$ cat src/rtl/vcm_pkg.sv
package vcm_pkg;
   localparam int NUM_VC = 8;
   localparam int VC_W   = $clog2(NUM_VC);
   localparam int QOS_W  = 4;
   localparam int NUM_CH = 2;
   localparam int CH_WR  = 0;
   localparam int CH_RD  = 1;

   typedef logic [VC_W-1:0]  vc_t;
   typedef logic [QOS_W-1:0] qos_t;

   typedef struct packed {
      vc_t  req_vc;
      vc_t  rsp_vc;
      qos_t qos;
   } hdr_t;
endpackage

$ cat src/rtl/vcm_map_regs.sv
module vcm_map_regs
   import vcm_pkg::*;
#(
   parameter int unsigned DEF_REQ_VC = 0,
   parameter int unsigned DEF_RSP_VC = 1,
   parameter bit          DEF_QOS_EN = 1'b0
) (
   input  logic clk,
   input  logic rst_n,
   input  logic wr,
   input  vc_t  wr_req_vc,
   input  vc_t  wr_rsp_vc,
   input  logic wr_qos_en,
   input  logic quiesced,
   output vc_t  req_vc,
   output vc_t  rsp_vc,
   output logic qos_en,
   output logic err
);
   localparam vc_t RST_REQ = vc_t'(DEF_REQ_VC);
   localparam vc_t RST_RSP = vc_t'(DEF_RSP_VC);

   if (DEF_REQ_VC >= NUM_VC || DEF_RSP_VC >= NUM_VC) begin : g_bad_range
      $error("vcm_map_regs: default channel out of range");
   end
   if (DEF_REQ_VC == DEF_RSP_VC) begin : g_bad_equal
      $error("vcm_map_regs: default request and response channels must differ");
   end

   logic take;
   assign take = wr && quiesced && (wr_req_vc != wr_rsp_vc);

   always_ff @(posedge clk) begin
      if (!rst_n) begin
         req_vc <= RST_REQ;
         rsp_vc <= RST_RSP;
         qos_en <= DEF_QOS_EN;
         err    <= 1'b0;
      end else if (take) begin
         req_vc <= wr_req_vc;
         rsp_vc <= wr_rsp_vc;
         qos_en <= wr_qos_en;
      end else if (wr) begin
         err <= 1'b1;
      end
   end

   // the two channels never coincide
   a_r9_distinct_vc: assert property (@(posedge clk) disable iff (!rst_n)
      req_vc != rsp_vc);

   // a mapping change always follows an acknowledged quiesce
   a_r8_change_only_quiesced: assert property (@(posedge clk) disable iff (!rst_n)
      (!$stable(req_vc) || !$stable(rsp_vc) || !$stable(qos_en)) |-> $past(quiesced));

   // error flag is sticky
   a_r8_err_sticky: assert property (@(posedge clk) disable iff (!rst_n)
      $past(err) |-> err);
endmodule

$ cat src/rtl/vcm_outst_cnt.sv
module vcm_outst_cnt #(
   parameter int unsigned MAX_OUTST = 16
) (
   input  logic clk,
   input  logic rst_n,
   input  logic inc,
   input  logic dec,
   output logic full,
   output logic empty
);
   localparam int CNT_W = $clog2(MAX_OUTST + 1);
   localparam logic [CNT_W-1:0] CNT_MAX = CNT_W'(MAX_OUTST);

   if (MAX_OUTST < 1) begin : g_bad_max
      $error("vcm_outst_cnt: MAX_OUTST must be at least 1");
   end

   logic [CNT_W-1:0] cnt_q;
   logic             dec_ok;

   assign empty  = (cnt_q == '0);
   assign full   = (cnt_q == CNT_MAX);
   assign dec_ok = dec && !empty;

   always_ff @(posedge clk) begin
      if (!rst_n) begin
         cnt_q <= '0;
      end else begin
         unique case ({inc, dec_ok})
            2'b10:   cnt_q <= cnt_q + 1'b1;
            2'b01:   cnt_q <= cnt_q - 1'b1;
            default: cnt_q <= cnt_q;
         endcase
      end
   end

   // acceptance never happens with the counter at its limit
   a_r4_no_overflow: assert property (@(posedge clk) disable iff (!rst_n)
      full |-> !inc);

   // counter stays within range
   a_r4_in_range: assert property (@(posedge clk) disable iff (!rst_n)
      cnt_q <= CNT_MAX);
endmodule

$ cat src/rtl/vcm_hdr_tag.sv
module vcm_hdr_tag
   import vcm_pkg::*;
#(
   parameter bit QOS_CARRY = 1'b1
) (
   input  logic blk,
   input  logic s_valid,
   output logic s_ready,
   input  qos_t s_qos,
   output logic m_valid,
   input  logic m_ready,
   input  vc_t  req_vc,
   input  vc_t  rsp_vc,
   input  logic qos_en,
   output hdr_t hdr,
   output logic accept
);
   assign m_valid = s_valid && !blk;
   assign s_ready = m_ready && !blk;
   assign accept  = s_valid && s_ready;

   assign hdr.req_vc = req_vc;
   assign hdr.rsp_vc = rsp_vc;

   if (QOS_CARRY) begin : g_qos_carry
      assign hdr.qos = qos_en ? s_qos : '0;
   end else begin : g_qos_none
      logic unused_qos;
      assign unused_qos = qos_en ^ (^s_qos);
      assign hdr.qos    = '0;
   end
endmodule

$ cat src/rtl/vc_ingress_mapper.sv
module vc_ingress_mapper
   import vcm_pkg::*;
#(
   parameter int unsigned ADDR_W     = 64,
   parameter int unsigned MAX_OUTST  = 16,
   parameter int unsigned DEF_REQ_VC = 0,
   parameter int unsigned DEF_RSP_VC = 1,
   parameter bit          DEF_QOS_EN = 1'b0,
   parameter bit          QOS_CARRY  = 1'b1
) (
   input  logic              clk,
   input  logic              rst_n,
   input  logic              cfg_wr,
   input  logic [2:0]        cfg_wr_req_vc,
   input  logic [2:0]        cfg_wr_rsp_vc,
   input  logic              cfg_wr_qos_en,
   output logic [2:0]        cfg_req_vc,
   output logic [2:0]        cfg_rsp_vc,
   output logic              cfg_qos_en,
   output logic              cfg_err,
   input  logic              quiesce_req,
   output logic              quiesce_ack,
   input  logic              s_awvalid,
   output logic              s_awready,
   input  logic [ADDR_W-1:0] s_awaddr,
   input  logic [3:0]        s_awqos,
   output logic              m_awvalid,
   input  logic              m_awready,
   output logic [ADDR_W-1:0] m_awaddr,
   output logic [2:0]        m_aw_vc,
   output logic [2:0]        m_aw_rsp_vc,
   output logic [3:0]        m_aw_qos,
   input  logic              s_arvalid,
   output logic              s_arready,
   input  logic [ADDR_W-1:0] s_araddr,
   input  logic [3:0]        s_arqos,
   output logic              m_arvalid,
   input  logic              m_arready,
   output logic [ADDR_W-1:0] m_araddr,
   output logic [2:0]        m_ar_vc,
   output logic [2:0]        m_ar_rsp_vc,
   output logic [3:0]        m_ar_qos,
   input  logic              rsp_bvalid,
   input  logic              rsp_bready,
   input  logic              rsp_rvalid,
   input  logic              rsp_rready,
   input  logic              rsp_rlast
);
   if (ADDR_W < 1) begin : g_bad_addr
      $error("vc_ingress_mapper: ADDR_W must be positive");
   end

   vc_t  req_vc, rsp_vc;
   logic qos_en;
   logic ack_q;

   vcm_map_regs #(
      .DEF_REQ_VC (DEF_REQ_VC),
      .DEF_RSP_VC (DEF_RSP_VC),
      .DEF_QOS_EN (DEF_QOS_EN)
   ) i_regs (
      .clk       (clk),
      .rst_n     (rst_n),
      .wr        (cfg_wr),
      .wr_req_vc (cfg_wr_req_vc),
      .wr_rsp_vc (cfg_wr_rsp_vc),
      .wr_qos_en (cfg_wr_qos_en),
      .quiesced  (ack_q),
      .req_vc    (req_vc),
      .rsp_vc    (rsp_vc),
      .qos_en    (qos_en),
      .err       (cfg_err)
   );

   logic [NUM_CH-1:0] ch_svalid, ch_sready, ch_mvalid, ch_mready;
   logic [NUM_CH-1:0] ch_blk, ch_accept, ch_done, ch_full, ch_empty;
   qos_t              ch_qos [NUM_CH];
   hdr_t              ch_hdr [NUM_CH];

   assign ch_svalid[CH_WR] = s_awvalid;
   assign ch_svalid[CH_RD] = s_arvalid;
   assign ch_mready[CH_WR] = m_awready;
   assign ch_mready[CH_RD] = m_arready;
   assign ch_qos[CH_WR]    = s_awqos;
   assign ch_qos[CH_RD]    = s_arqos;
   assign ch_done[CH_WR]   = rsp_bvalid && rsp_bready;
   assign ch_done[CH_RD]   = rsp_rvalid && rsp_rready && rsp_rlast;

   for (genvar c = 0; c < NUM_CH; c++) begin : g_ch
      assign ch_blk[c] = quiesce_req || ch_full[c];

      vcm_hdr_tag #(
         .QOS_CARRY (QOS_CARRY)
      ) i_tag (
         .blk     (ch_blk[c]),
         .s_valid (ch_svalid[c]),
         .s_ready (ch_sready[c]),
         .s_qos   (ch_qos[c]),
         .m_valid (ch_mvalid[c]),
         .m_ready (ch_mready[c]),
         .req_vc  (req_vc),
         .rsp_vc  (rsp_vc),
         .qos_en  (qos_en),
         .hdr     (ch_hdr[c]),
         .accept  (ch_accept[c])
      );

      vcm_outst_cnt #(
         .MAX_OUTST (MAX_OUTST)
      ) i_cnt (
         .clk   (clk),
         .rst_n (rst_n),
         .inc   (ch_accept[c]),
         .dec   (ch_done[c]),
         .full  (ch_full[c]),
         .empty (ch_empty[c])
      );
   end

   always_ff @(posedge clk) begin
      if (!rst_n) ack_q <= 1'b0;
      else        ack_q <= quiesce_req && (&ch_empty);
   end

   assign quiesce_ack = ack_q;
   assign cfg_req_vc  = req_vc;
   assign cfg_rsp_vc  = rsp_vc;
   assign cfg_qos_en  = qos_en;

   assign s_awready   = ch_sready[CH_WR];
   assign m_awvalid   = ch_mvalid[CH_WR];
   assign m_awaddr    = s_awaddr;
   assign m_aw_vc     = ch_hdr[CH_WR].req_vc;
   assign m_aw_rsp_vc = ch_hdr[CH_WR].rsp_vc;
   assign m_aw_qos    = ch_hdr[CH_WR].qos;

   assign s_arready   = ch_sready[CH_RD];
   assign m_arvalid   = ch_mvalid[CH_RD];
   assign m_araddr    = s_araddr;
   assign m_ar_vc     = ch_hdr[CH_RD].req_vc;
   assign m_ar_rsp_vc = ch_hdr[CH_RD].rsp_vc;
   assign m_ar_qos    = ch_hdr[CH_RD].qos;

   // quiesce closes both request channels
   a_r5_block_on_quiesce: assert property (@(posedge clk) disable iff (!rst_n)
      quiesce_req |-> (!s_awready && !s_arready && !m_awvalid && !m_arvalid));

   // an acknowledged port has nothing in flight
   a_r6_ack_idle: assert property (@(posedge clk) disable iff (!rst_n)
      quiesce_ack |-> (&ch_empty));

   // acknowledge only follows a held quiesce request
   a_r6_ack_follows_req: assert property (@(posedge clk) disable iff (!rst_n)
      $rose(quiesce_ack) |-> $past(quiesce_req));

   // QoS zeroed while carrying is off
   a_r3_qos_zero: assert property (@(posedge clk) disable iff (!rst_n)
      !cfg_qos_en |-> (m_aw_qos == '0 && m_ar_qos == '0));

   // header keeps requests and responses on different channels
   a_r2_split_channels: assert property (@(posedge clk) disable iff (!rst_n)
      (m_aw_vc != m_aw_rsp_vc) && (m_ar_vc != m_ar_rsp_vc));
endmodule

$ cat config.mk
export PLATFORM = sky130hd
export DESIGN_NAME = vc_ingress_mapper
export DESIGN_NICKNAME = d
export VERILOG_FILES = /design/src/rtl/vcm_pkg.sv /design/src/rtl/vcm_map_regs.sv /design/src/rtl/vcm_outst_cnt.sv /design/src/rtl/vcm_hdr_tag.sv /design/src/rtl/vc_ingress_mapper.sv
export SDC_FILE = /design/constraint.sdc
export NUM_CORES = 1
export LEC_CHECK = 0
export ABC_AREA = 1
export BUFFER_PORTS_ARGS = -buffer_cell sky130_fd_sc_hd__buf_2
export CORE_AREA = 2 2 124 126
export CTS_BUF_LIST = sky130_fd_sc_hd__clkbuf_8
export CTS_CLUSTER_SIZE = 12
export DETAILED_ROUTE_END_ITERATION = 10
export DIE_AREA = 0 0 126 128
export GPL_ROUTABILITY_DRIVEN = 0
export GPL_TIMING_DRIVEN = 0
export PLACE_DENSITY = 0.59
export SYNTH_ARGS = -nofsm -noshare
export SYNTH_HDL_FRONTEND = slang
export SYNTH_SLANG_ARGS = --single-unit
$ cat constraint.sdc
create_clock -name clk -period 3.4 [get_ports clk]
set_input_delay 0.34 -clock clk [delete_from_list [all_inputs] [get_ports clk]]
set_output_delay 0.34 -clock clk [all_outputs]
set_load 0.03 [all_outputs]
==> impl_results.md <==
- Clock Tree Root: clkbuf_8
- Die height: between 100 and 150 um
- Yosys top cell by area: buf_4
- Worst r2r path cells: 16
- Async SR Flop Fraction: 0
- Mean Syn Cell Area: 6.91 um^2
- Setup bufs post-CTS: 0
- Remaining global-route overflow: 0
- Synth Instances: approximately 340
- Worst Clk Skew: 0.00630 ns
- Largest family of logic cells by synthesized area: buffers and inverters
- Sink count of the clock tree: 19
- Seq pwr share: 0.253
- Crit path kind: reg -> reg
- Largest net degree at the start of global routing: 11
- Nets@finish: 695
- Post-layout min period: 2.34 ns
- RSZ-0062 raised after global routing: no
- Count leader, synth: buf_4
- Vias post-DR: 2441
- CTS buffer count: 3
- Initial Util: 0.157
- Sw frac: 0.458
- Hold WS: 0.328 ns
- Filler cells: 1660
- Hold buffers post-CTS: 0
- Overall power: 1070 uW
- Site Rows: between 40 and 50
- Hold Crit Class: in -> reg
- Core area: 14900 um^2
- Mapped cell area: 2340 um^2
- R2R Path Start: g_ch[1].i_cnt.cnt_q[0]
- Post-synth top cells: buf_4, inv_1, nand2_1
- Crit path from: g_ch[1].i_cnt.cnt_q[0]
- DIE AREA: about 16000 um^2
- Sw Pwr: 490 uW
- Clk slew on worst S/H paths: around 0.08 ns
- Required time of the worst setup path: 3.56 ns
- Share of cells above drive strength 1: 0.655
- Fin. Hold Viols: 0
- #FFs+latches synth: 19
- R2R Setup Slk: 1.06 ns
- Final ANT Viol Nets: 0
- Clock Power Share: 0.150
- Synth cell types: 23
- Port bufs: 188
- Synthesis-to-finish area growth: 52.2%
- Drt pass-1 iters: 4
- Num ports: ~320
- Fmax: 428 MHz
- Total global routing track utilization: 0.0730
- Simple-gate portion of the synthesized area: 0.177
- Top post-synthesis cells by area: buf_4, dfxtp_1, inv_1, nand2_1, ha_1
- Syn_nets: 502
- Mux contribution to synthesized area: 0
- WL/cell: 9.72 um
- Peak VDD IR: 0.000170 V
- # setup viols final: 0
- Power Density: around 300 nW/um^2
- Setup crit end kind: register
- Tcrit/Tclk final: 0.687
- Int Pwr: slightly below 600 uW
- Critical path launch point type: register
- Vias per cell: 3.40
- Combinational power share: 0.597
- Clock Tree Buf Depth: 2
- Residual DRC count: 0
- Vias in the first global route: 2054
- Crit path DAT: 2.50 ns
- Hold Crit Start: cfg_wr_qos_en
- Post-DP HPWL: 6340 um
- Final setup TNS: 0 ns
- Post-CTS Resized: 0
- Synth Area in Compound Gates: 0.0642
- Routed WL: 6980 um
- Global-route wire length before repair: 9560 um
- Die X: between 100 and 150 um
- Seq/Total Area, Yosys: 0.163
- Antenna violations before repair: 0
- EDFF count, synth: 0
- Yosys warning count: 0
- CTS tree: yes
- Area share of the largest cell type after synthesis: 0.450
- Top FF cell, synth: dfxtp_1
- Max Cap Viol: 0
- CP endpoint: g_ch[1].i_cnt.cnt_q[4]
- Adder-cell area share of the yosys netlist: 0.0428
- Worst slew margin: 0.715
- Antenna cells: 0
- DR iter-0 viols: 38
- CTS H-tree depth: 1
- Outcome: completed
- Crit-path max FO: 6
- Xor and xnor area share after synthesis: 0.0262
- WHS Path Cells: 3
- Slew Viols, Final: 0
- Leakage: about 0.0022 uW
- Tightest Pin Transition: 0.424 ns
- Reg-to-Reg End: g_ch[1].i_cnt.cnt_q[4]
- Skew-Pair Late Insertion Delay: 0.26 ns
[layer usage]
layer,routed length [um],track usage,vias to the layer above
li1,-,-,1271
met1,2770,0.0910,1027
met2,3490,0.127,141
met3,700,0.0250,2
met4,25,0.00582,0
met5,0,0,-
[cells by family after synthesis]
kind of cell             Yosys count
XOR/XNOR                           7
AND/OR/NAND/NOR                   91
buffers and inverters            187
flip-flops                        19
AO/OA/AOI/OAI                     26
adder cells (fa/ha/maj)            8
[how the worst min path moves through the flow]
stage,endpoint
after global placement,i_regs.err
after detailed placement,i_regs.err
final,i_regs.qos_en
after CTS,i_regs.qos_en
after global routing,i_regs.qos_en
after floorplan,i_regs.rsp_vc[0]
[layout by cell type (no fill, tap or decap)]
cell type / count
inv_1: 42
nor2_4: 1
o21ai_0: 8
inv_4: 1
dfxtp_1: 19
nand3_1: 13
xor2_1: 3
o21bai_1: 8
ha_1: 8
nand4_1: 3
clkbuf_8: 3
nand3b_1: 1
buf_2: 190
xnor2_1: 4
nand2_1: 38
nand2_2: 5
a21oi_1: 9
o21ai_1: 1
inv_2: 3
buf_4: 140
nor2_1: 26
nor2_2: 1
nand3_2: 2
nor4_2: 1
[worst max-delay path: stages (launching register included)]
cell and delay (ns):
dfxtp_1 0.36, nor2_1 0.17, nand3_1 0.08, o21ai_0 0.29
nor2_1 0.09, nand2_1 0.10, ha_1 0.27, nor2_1 0.08
nor2_2 0.14, ha_1 0.16, inv_1 0.04, nand2_1 0.09
nand3_1 0.11, nand3_1 0.08, nand2_1 0.05, nor2_1 0.09
nor2_1 0.04
[final cells by class]
type / instances / area (um^2) / share of cell area
clock inverters: 1 / 3.75 / 0.00105
multi-input cells: 132 / 724 / 0.204
repair buffers: 188 / 941 / 0.264
plain buffers: 142 / 1060 / 0.298
well taps: 188 / 235 / 0.0661
flip-flops and latches: 19 / 380 / 0.107
clock buffers: 3 / 41.3 / 0.0116
inverters: 45 / 171 / 0.0482
[power by group through the flow]
stage | registers (uW) | clock network, uW | logic, uW
after floorplan | 286 | 0 | 483
after global placement | 277 | 0 | 642
after detailed placement | 277 | 0 | 644
after CTS | 272 | 176 | 646
after global routing | 276 | 182 | 691
final | 271 | 161 | 640
[sequential cells by signal, summed over array words and instances, names as in the netlist]
| register | flops |
|---|---|
| g_ch.i_cnt.cnt_q | 10 |
| i_regs.err | 1 |
| i_regs.qos_en | 1 |
| i_regs.req_vc | 3 |
| i_regs.rsp_vc | 3 |
| quiesce_ack | 1 |
[metrics by stage]
stage | instances | area (um^2) | utilization | setup WS (ns)
after detailed placement | 714 | 3510 | 0.236 | 1.00
after global routing | 718 | 3560 | 0.239 | 0.698
final | 718 | 3560 | 0.239 | 1.06
after global placement | 714 | 3510 | 0.236 | 0.993
after floorplan | 338 | 2340 | - | 1.01
after CTS | 718 | 3560 | 0.239 | 0.985
Note: power is estimated with default switching activity, not from simulation.
